## src/rtl/nib_alu_pkg.sv

```systemverilog
package nib_alu_pkg;

    localparam int NIB_W = 4;
    localparam int OP_W  = 5;
    localparam int CCR_W = 4;

    typedef enum logic [OP_W-1:0] {
        OP_NOP   = 5'd0,
        OP_ADD   = 5'd1,
        OP_ADDC  = 5'd2,
        OP_SUB   = 5'd3,
        OP_SUBB  = 5'd4,
        OP_INC   = 5'd5,
        OP_DEC   = 5'd6,
        OP_AND   = 5'd7,
        OP_OR    = 5'd8,
        OP_XOR   = 5'd9,
        OP_NOT   = 5'd10,
        OP_SHL   = 5'd11,
        OP_SHR   = 5'd12,
        OP_ROL   = 5'd13,
        OP_ROR   = 5'd14,
        OP_SETBC = 5'd16,
        OP_TOGB  = 5'd17,
        OP_LDCCR = 5'd18,
        OP_DISI  = 5'd19
    } nib_op_e;

    typedef enum logic [2:0] {
        CLS_PASS,
        CLS_ARITH,
        CLS_LOGIC,
        CLS_SHIFT,
        CLS_FLAG,
        CLS_BAD
    } op_cls_e;

    // Condition register: ie bit 3, reserved bit 2, branch bit 1, carry bit 0
    typedef struct packed {
        logic ie;
        logic rsvd;
        logic br;
        logic cy;
    } ccr_t;

    function automatic op_cls_e classify(input logic [OP_W-1:0] code);
        op_cls_e cls;
        case (code)
            OP_NOP:                                      cls = CLS_PASS;
            OP_ADD, OP_ADDC, OP_SUB, OP_SUBB,
            OP_INC, OP_DEC:                              cls = CLS_ARITH;
            OP_AND, OP_OR, OP_XOR, OP_NOT:               cls = CLS_LOGIC;
            OP_SHL, OP_SHR, OP_ROL, OP_ROR:              cls = CLS_SHIFT;
            OP_SETBC, OP_TOGB, OP_LDCCR, OP_DISI:        cls = CLS_FLAG;
            default:                                     cls = CLS_BAD;
        endcase
        return cls;
    endfunction

    function automatic logic nib_zero(input logic [NIB_W-1:0] v);
        return (v == '0);
    endfunction

endpackage

```

## src/rtl/nib_arith.sv

```systemverilog
module nib_arith
    import nib_alu_pkg::*;
#(
    parameter int W = NIB_W
) (
    input  logic [OP_W-1:0] op,
    input  logic [W-1:0]    a,
    input  logic [W-1:0]    b,
    input  logic            cin,
    output logic [W-1:0]    res,
    output logic            cout
);
    localparam int EXT_W = W + 1;

    logic [EXT_W-1:0] ea, eb, ec, one, ext;

    assign ea  = {1'b0, a};
    assign eb  = {1'b0, b};
    assign ec  = {{W{1'b0}}, cin};
    assign one = EXT_W'(1);

    // For subtraction the wrap of the extended word puts the borrow in bit W
    always_comb begin
        case (op)
            OP_ADD:  ext = ea + eb;
            OP_ADDC: ext = ea + eb + ec;
            OP_SUB:  ext = ea - eb;
            OP_SUBB: ext = ea - eb - ec;
            OP_INC:  ext = ea + one;
            OP_DEC:  ext = ea - one;
            default: ext = '0;
        endcase
    end

    assign res  = ext[W-1:0];
    assign cout = ext[W];

endmodule

```

## src/rtl/nib_logic.sv

```systemverilog
module nib_logic
    import nib_alu_pkg::*;
#(
    parameter int W = NIB_W
) (
    input  logic [OP_W-1:0] op,
    input  logic [W-1:0]    a,
    input  logic [W-1:0]    b,
    output logic [W-1:0]    res
);
    always_comb begin
        case (op)
            OP_AND:  res = a & b;
            OP_OR:   res = a | b;
            OP_XOR:  res = a ^ b;
            OP_NOT:  res = ~a;
            default: res = '0;
        endcase
    end
endmodule

```

## src/rtl/nib_shift.sv

```systemverilog
module nib_shift
    import nib_alu_pkg::*;
#(
    parameter int W = NIB_W
) (
    input  logic [OP_W-1:0] op,
    input  logic [W-1:0]    a,
    input  logic            cin,
    output logic [W-1:0]    res,
    output logic            cout
);
    logic fill_lo, fill_hi;

    // Rotates feed the old carry into the vacated bit, shifts feed zero
    assign fill_lo = (op == OP_ROL) ? cin : 1'b0;
    assign fill_hi = (op == OP_ROR) ? cin : 1'b0;

    always_comb begin
        case (op)
            OP_SHL, OP_ROL: begin
                res  = {a[W-2:0], fill_lo};
                cout = a[W-1];
            end
            OP_SHR, OP_ROR: begin
                res  = {fill_hi, a[W-1:1]};
                cout = a[0];
            end
            default: begin
                res  = '0;
                cout = 1'b0;
            end
        endcase
    end
endmodule

```

## src/rtl/nib_ccr.sv

```systemverilog
module nib_ccr
    import nib_alu_pkg::*;
(
    input  logic            clk,
    input  logic            rst,
    input  logic            upd,
    input  logic [OP_W-1:0] op,
    input  logic            new_cy,
    input  logic            res_zero,
    input  logic [CCR_W-1:0] load_val,
    output ccr_t            ccr_q
);
    op_cls_e cls;
    ccr_t    ccr_d;

    assign cls = classify(op);

    always_comb begin
        ccr_d = ccr_q;
        case (cls)
            CLS_ARITH: begin
                ccr_d.cy = new_cy;
                ccr_d.br = new_cy;
            end
            CLS_LOGIC: begin
                ccr_d.br = res_zero;
            end
            CLS_SHIFT: begin
                ccr_d.cy = new_cy;
                ccr_d.br = res_zero;
            end
            CLS_FLAG: begin
                case (op)
                    OP_SETBC: begin
                        ccr_d.cy = 1'b1;
                        ccr_d.br = 1'b1;
                    end
                    OP_TOGB:  ccr_d.br = ~ccr_q.br;
                    OP_LDCCR: ccr_d = ccr_t'(load_val);
                    OP_DISI:  ccr_d.ie = 1'b0;
                    default:  ccr_d = ccr_q;
                endcase
            end
            default: ccr_d = ccr_q;
        endcase
        ccr_d.rsvd = 1'b0;
    end

    always_ff @(posedge clk) begin
        if (rst) ccr_q <= '0;
        else if (upd) ccr_q <= ccr_d;
    end

    assert_hold_idle_R12: assert property (@(posedge clk) disable iff (rst)
        !upd |=> $stable(ccr_q));

    assert_arith_br_cy_R2: assert property (@(posedge clk) disable iff (rst)
        (upd && classify(op) == CLS_ARITH) |=> (ccr_q.br == ccr_q.cy));

    assert_logic_keep_cy_R5: assert property (@(posedge clk) disable iff (rst)
        (upd && classify(op) == CLS_LOGIC) |=> $stable(ccr_q.cy));

    assert_setbc_R8: assert property (@(posedge clk) disable iff (rst)
        (upd && op == OP_SETBC) |=> (ccr_q.cy && ccr_q.br && $stable(ccr_q.ie)));

    assert_togb_R9: assert property (@(posedge clk) disable iff (rst)
        (upd && op == OP_TOGB) |=> (ccr_q.br != $past(ccr_q.br) && $stable(ccr_q.cy)));

    assert_rsvd_zero_R10: assert property (@(posedge clk) disable iff (rst)
        (upd && op == OP_LDCCR) |=> !ccr_q.rsvd);

    assert_disi_R11: assert property (@(posedge clk) disable iff (rst)
        (upd && op == OP_DISI) |=> (!ccr_q.ie && $stable(ccr_q.cy) && $stable(ccr_q.br)));

    assert_bad_op_R14: assert property (@(posedge clk) disable iff (rst)
        (upd && classify(op) == CLS_BAD) |=> $stable(ccr_q));

endmodule

```

## src/rtl/nib_alu_unit.sv

```systemverilog
module nib_alu_unit
    import nib_alu_pkg::*;
(
    input  logic             clk,
    input  logic             rst,
    input  logic             op_valid,
    input  logic [OP_W-1:0]  op_code,
    input  logic [NIB_W-1:0] tos_in,
    input  logic [NIB_W-1:0] nos_in,
    input  logic             jump_req,
    output logic [NIB_W-1:0] result,
    output logic [CCR_W-1:0] ccr_out,
    output logic             br_taken
);
    op_cls_e          cls;
    ccr_t             ccr_q;
    logic [NIB_W-1:0] ar_res, lg_res, sh_res;
    logic             ar_cy, sh_cy, cy_sel;

    assign cls = classify(op_code);

    nib_arith #(.W(NIB_W)) u_arith (
        .op   (op_code),
        .a    (tos_in),
        .b    (nos_in),
        .cin  (ccr_q.cy),
        .res  (ar_res),
        .cout (ar_cy)
    );

    nib_logic #(.W(NIB_W)) u_logic (
        .op  (op_code),
        .a   (tos_in),
        .b   (nos_in),
        .res (lg_res)
    );

    nib_shift #(.W(NIB_W)) u_shift (
        .op   (op_code),
        .a    (tos_in),
        .cin  (ccr_q.cy),
        .res  (sh_res),
        .cout (sh_cy)
    );

    always_comb begin
        case (cls)
            CLS_ARITH: result = ar_res;
            CLS_LOGIC: result = lg_res;
            CLS_SHIFT: result = sh_res;
            CLS_PASS,
            CLS_FLAG:  result = tos_in;
            default:   result = '0;
        endcase
    end

    assign cy_sel = (cls == CLS_SHIFT) ? sh_cy : ar_cy;

    nib_ccr u_ccr (
        .clk      (clk),
        .rst      (rst),
        .upd      (op_valid),
        .op       (op_code),
        .new_cy   (cy_sel),
        .res_zero (nib_zero(result)),
        .load_val (tos_in),
        .ccr_q    (ccr_q)
    );

    assign ccr_out  = ccr_q;
    assign br_taken = jump_req & ccr_q.br;

    assert_logic_zero_R5: assert property (@(posedge clk) disable iff (rst)
        (op_valid && cls == CLS_LOGIC) |=> (ccr_out[1] == ($past(result) == '0)));

    assert_shift_zero_R6: assert property (@(posedge clk) disable iff (rst)
        (op_valid && cls == CLS_SHIFT) |=> (ccr_out[1] == ($past(result) == '0)));

endmodule

```

## config.mk

```make
export PLATFORM = sky130hd
export DESIGN_NAME = nib_alu_unit
export DESIGN_NICKNAME = d
export VERILOG_FILES = /design/src/rtl/nib_alu_pkg.sv /design/src/rtl/nib_arith.sv /design/src/rtl/nib_logic.sv /design/src/rtl/nib_shift.sv /design/src/rtl/nib_ccr.sv /design/src/rtl/nib_alu_unit.sv
export SDC_FILE = /design/constraint.sdc
export NUM_CORES = 1
export LEC_CHECK = 0
export CORE_MARGIN = 2
export CORE_UTILIZATION = 65
export CTS_BUF_LIST = sky130_fd_sc_hd__clkbuf_16
export CTS_CLUSTER_DIAMETER = 40
export CTS_CLUSTER_SIZE = 30
export DETAILED_ROUTE_END_ITERATION = 7
export DONT_BUFFER_PORTS = 1
export PLACE_DENSITY = 0.92
export SETUP_SLACK_MARGIN = 0.5
export SKIP_LAST_GASP = 1
export SLEW_MARGIN = 20
export SYNTH_ARGS = -nofsm -noshare
export SYNTH_HDL_FRONTEND = slang
export SYNTH_SLANG_ARGS = --single-unit
```

## constraint.sdc

```tcl
create_clock -name clk -period 7.1 [get_ports clk]
set_input_delay 2.13 -clock clk [delete_from_list [all_inputs] [get_ports clk]]
set_output_delay 2.13 -clock clk [all_outputs]
set_load 0.01 [all_outputs]
```

== After elaboration in Yosys (flattened, before gate mapping) ==
Memory sizes are Yosys's and may differ from the RTL's.
Cells that the tools add are included.
Widths: inputs -> output; s select.

* Equality and inequality tests: 28
* Multiplexer cells: 13
* Reduce and logical (&&, ||, !) cells: 13
* Bitwise operators: 6
* Add/sub/neg operators: 6

{| class="wikitable"
|+ Operator list
! operator !! number
|-
| $eq 5x4->1 const B || 7
|-
| $pmux 4 s4 || 2
|-
| $pmux 5 s6 || 1
|-
| $eq 5x3->1 const B || 4
|-
| $eq 5x5->1 const B || 4
|-
| $eq 3x2->1 const B || 4
|-
| $eq 5x2->1 const B || 2
|-
| $reduce_or 2->1 || 5
|-
| $reduce_and 3->1 || 3
|-
| $pmux 1 s2 || 4
|-
| $pmux 4 s2 || 1
|-
| $eq 3x1->1 const B || 2
|-
| $eq 3x3->1 const B || 2
|-
| $pmux 1 s3 || 2
|-
| $add 4x1->5 const B || 1
|-
| $add 4x4->5 || 1
|-
| $add 5x1->5 || 1
|-
| $eq 5x1->1 const B || 1
|-
| $sub 4x1->5 const B || 1
|-
| $sub 4x4->5 || 1
|-
| $sub 5x1->5 || 1
|-
| $and 4x4->4 || 1
|-
| $logic_not 4->1 || 1
|-
| $ne 4x4->1 const B || 1
|-
| other kinds (10) || 13
|}

* Memory bits (read-only): 192
* Word-level logic and storage cells: 71
* Input port bits: 17
* Memories: 2
* Output and inout bits: 9
* Bits in registers: 3

{| class="wikitable"
|+ Memories
! name !! words !! width !! read ports !! clocked after Yosys merged registers in !! wr ports !! line !! source
|-
| (name not given) || 32 || 3 || 1 || 0 || 0 || nib_alu_pkg.sv:48 || <nowiki>case (code)</nowiki>
|-
| (name not given) || 32 || 3 || 1 || 0 || 0 || nib_alu_pkg.sv:48 ||
|}

== Depth between registers and ports, before layout ==
* Depth after elaboration: 6
* Gate-level depth with buffers: 12
* Gate-level depth less buffers: 12

== Hierarchy ==
From an unflattened synthesis, not the netlist that was laid out.

* Cells, all modules: 231
* Area total of the unflattened synthesis: 1821.7 um^2

{| class="wikitable"
|+ Modules (own cells, without submodules)
! module !! area each (um^2) !! times used !! seq. area each (um^2) !! cells each
|-
| nib_arith || 872.1 || 1 || 0.0 || 109
|-
| nib_ccr || 314.1 || 1 || 60.1 || 42
|-
| nib_logic || 297.8 || 1 || 0.0 || 38
|-
| nib_alu_unit || 210.2 || 1 || 0.0 || 27
|-
| nib_shift || 127.6 || 1 || 0.0 || 15
|}

== Worst setup path before layout ==
Ideal clock, no wire load.

* Path type: input to output
* Start: in tos_in[2]
* End: out result[3]
* Path buffers: 2
* Stages on the path: 10
* Arrival: 4.368 ns
* Slack: 0.602 ns
* Data required time: 4.970 ns
* Cell sequence: clkbuf_1 -> inv_1 -> ha_1 -> buf_4 -> or3_4 -> and4_4 -> or2_2 -> xnor2_1 -> nor2_1 -> or3_1

* Longest elaborated chain between the ends: 4
* Elaborated cells between the ends (all ways): 9
* Those cells by class: 6 x add/sub; 3 x mux

{| class="wikitable"
|+ Ends and longest elaborated chain
! element !! line !! source
|-
| start, declared || nib_alu_unit.sv:8 || <nowiki>input logic [NIB_W-1:0] tos_in,</nowiki>
|-
| $sub 4x4->5 or $add 4x4->5 (tied branches) || -- ||
|-
| $sub 5x1->5 or $add 5x1->5 (tied branches) || nib_arith.sv:28, nib_arith.sv:26 ||
|-
| $pmux 5 s6 || nib_arith.sv:24 || <nowiki>case (op)</nowiki>
|-
| $pmux 4 s4 * || nib_alu_unit.sv:47 || <nowiki>case (cls)</nowiki>
|-
| end, declared || nib_alu_unit.sv:11 || <nowiki>output logic [NIB_W-1:0] result,</nowiki>
|}

Mark *: on every way between the ends. The rest lies on a longest branch, timed or not.

== Final worst setup path ==
Ends and elaborated chain as after synthesis.

==> metrics.txt <==
Yosys warning total=0; die area=0.00279 sq mm; Post-Synthesis Cells=206; Post-Route Skew=2.27 ps; Post-synth EDFFs=0; Cells after DPL=223; final critical-path required period=6350 ps; Slew @ Worst Pin=523 ps; total of max-cap violations=0; startpoint types=input pin; post-DP HPWL=3.45 mm; cell count of the worst reg-to-reg path=9; Hold Path Cell Cnt=2; Rows=17; PD cells=122 mW/mm^2; Netlist cell types=61; reg2reg setup slack=4380 ps; status=finished, final reports clean; Die Span Y=52.8 microns; #FFs+latches synth=3; Max VDD drop=0.179 mV; Iter 0 DRT Violations=128; via count=1600; top flop regs=u_ccr.ccr_q x3; CP startpoint=tos_in[2]; hold_ws=594 ps; CP endpoint kind=output pin; share of layout cells above drive strength 1=10.1%; CTS H-tree lvls=1; Total GRT Usage=34.9%; Main synth FF type=dfxtp_1; cell area after synthesis=0.00155 sq mm; drt pass-1 iters=5; Root Buffer=clkbuf_16; setup TNS=0 ps; # clock sinks=3; Multi-input gate area=0.00132 sq mm; Starting Density=69.4%; Worst Path Max Fanout=11; final net count=236; CTS resizes=0; post-synth top area share=13.7%; Util after Layout=71.1%; ANT cells=0; Biggest register=u_ccr.ccr_q; FF-to-FF End=u_ccr.ccr_q[1]; area grow syn2layout=2.50%; final setup vio count=0; Critical Setup Path Class=input pin to output pin; die width=52.8 microns; routability-driven placement congestion ratio=1.01; register area=60.1 sq um; Synth Net Count=242; fin area=0.00159 sq mm; ANT nets after route=0; WP data arrival=4220 ps; crit share post-route=89.5%; Required @ worst endpoint=4970 ps; final worst slack=749 ps; total power draw=194 uW; Layout fillers=194; Avg WL per Cell=20.1 microns; drc violations=0; antenna violations before repair=0; setup slack at placement=785 ps; clock buffer depth=2; Hold Path Sink=u_ccr.ccr_q[3]; Fmax=157 MHz; vias in the first global route=1491; PortBufs=0; commonest non-fill, non-tap cell in the layout=inv_1; sequential fraction of the synthesis area=3.88%; final WL=4.57 mm; first-pass GRT wire length=7.20 mm; total grt overflow=0; vias per cell=7.05; Pleak=0.665 nW; top cells by area, synth=ha_1, xnor2_1, inv_1, a21oi_1, dfxtp_1; max reg flops=3; Final Hold Viols=0; total CTS buffers=3; area of the core=0.00223 sq mm; hold_sp=u_ccr.ccr_q[3]; ys async rst share=0%; most frequent cells in the layout=inv_1, ha_1, nor2_1; largest net degree at the start of global routing=22; Worst Hold Class=register to register; Cell Area, Placed=0.00151 sq mm; largest area contributor in the netlist=ha_1; Slew HR=64.9%; non-filler instance count after layout=227; reg-to-reg critical path startpoint=u_ccr.ccr_q[0]; Slew Viols, Final=0; CTS Hold Bufs=0; RSZ-0062 raised after global routing=no; Setup Buffers After CTS=0; clk slew on worst S/H paths=30 ps; CTS tree=built; Avg Inst Size Synth=7.52 sq um; Boundary Pins=26; Clock Latency Late Sink=220 ps
[where the power goes]
group | switching, mW | total (mW) | internal [mW] | leakage, nW
combinational | 0.0485 | 0.0867 | 0.0382 | 0.598
clock | 0.0161 | 0.0888 | 0.0727 | 0.0423
sequential | 0.00123 | 0.0189 | 0.0177 | 0.0244
total | 0.0659 | 0.194 | 0.129 | 0.665
[metal layers]
layer	global-route usage, %	routed length [microns]	vias to the layer above
li1	-	-	743
met1	46.8	1870	737
met2	56.3	2150	108
met3	6.00	472	12
met4	10.7	74	0
met5	0	0	-
[worst max path at each step]
stage / to / slack [ps] / cells after the start
6_report: result[3] / 750 / 8
5_1_grt: result[3] / 690 / 8
4_1_cts: result[3] / 750 / 8
3_5_place_dp: result[3] / 780 / 8
3_3_place_gp: result[3] / 810 / 8
2_1_floorplan: result[3] / 600 / 10
[Yosys cell counts, drive strengths merged, types with 3 or more instances]
master,n
and3,4
nor4,3
buf,9
a221oi,4
a211oi,3
a32o,3
nor3,4
clkbuf,5
nor3b,5
or3,5
nor2b,4
a21oi,12
xnor2,12
o21ai,10
nand4,3
ha,17
and2,4
nor2,16
nand2b,5
inv,20
nand2,7
o211ai,3
dfxtp,3
a31oi,3
nand3,7
[cells by family (layout without fill, tap and decap cells)]
kind of cell	count (synthesis)	after routing	synth area share [%]
simple gates	76	76	29.5
compound gates	57	57	28.4
buf+inv	34	27	11.1
fa+ha+maj	19	19	16.3
xor+xnor	15	15	9.85
flops	3	3	3.88
other cells	1	1	0.242
mux	1	1	0.646
[layout make-up]
class | instances | share of cell area, %
Tap cell | 28 | 2.21
Timing Repair Buffer | 3 | 1.42
Inverter | 20 | 4.73
Clock inverter | 1 | 0.236
Clock buffer | 3 | 4.73
Multi-Input combinational cell | 169 | 82.9
Sequential cell | 3 | 3.78
[worst max-delay path, cell delays in order]
cell,delay (ps)
inv_1,50
ha_1,450
or3_4,450
and4_4,190
or2_2,280
xnor2_1,160
nor2_1,90
or3_1,410
Note: power is estimated with default switching activity, not from simulation.
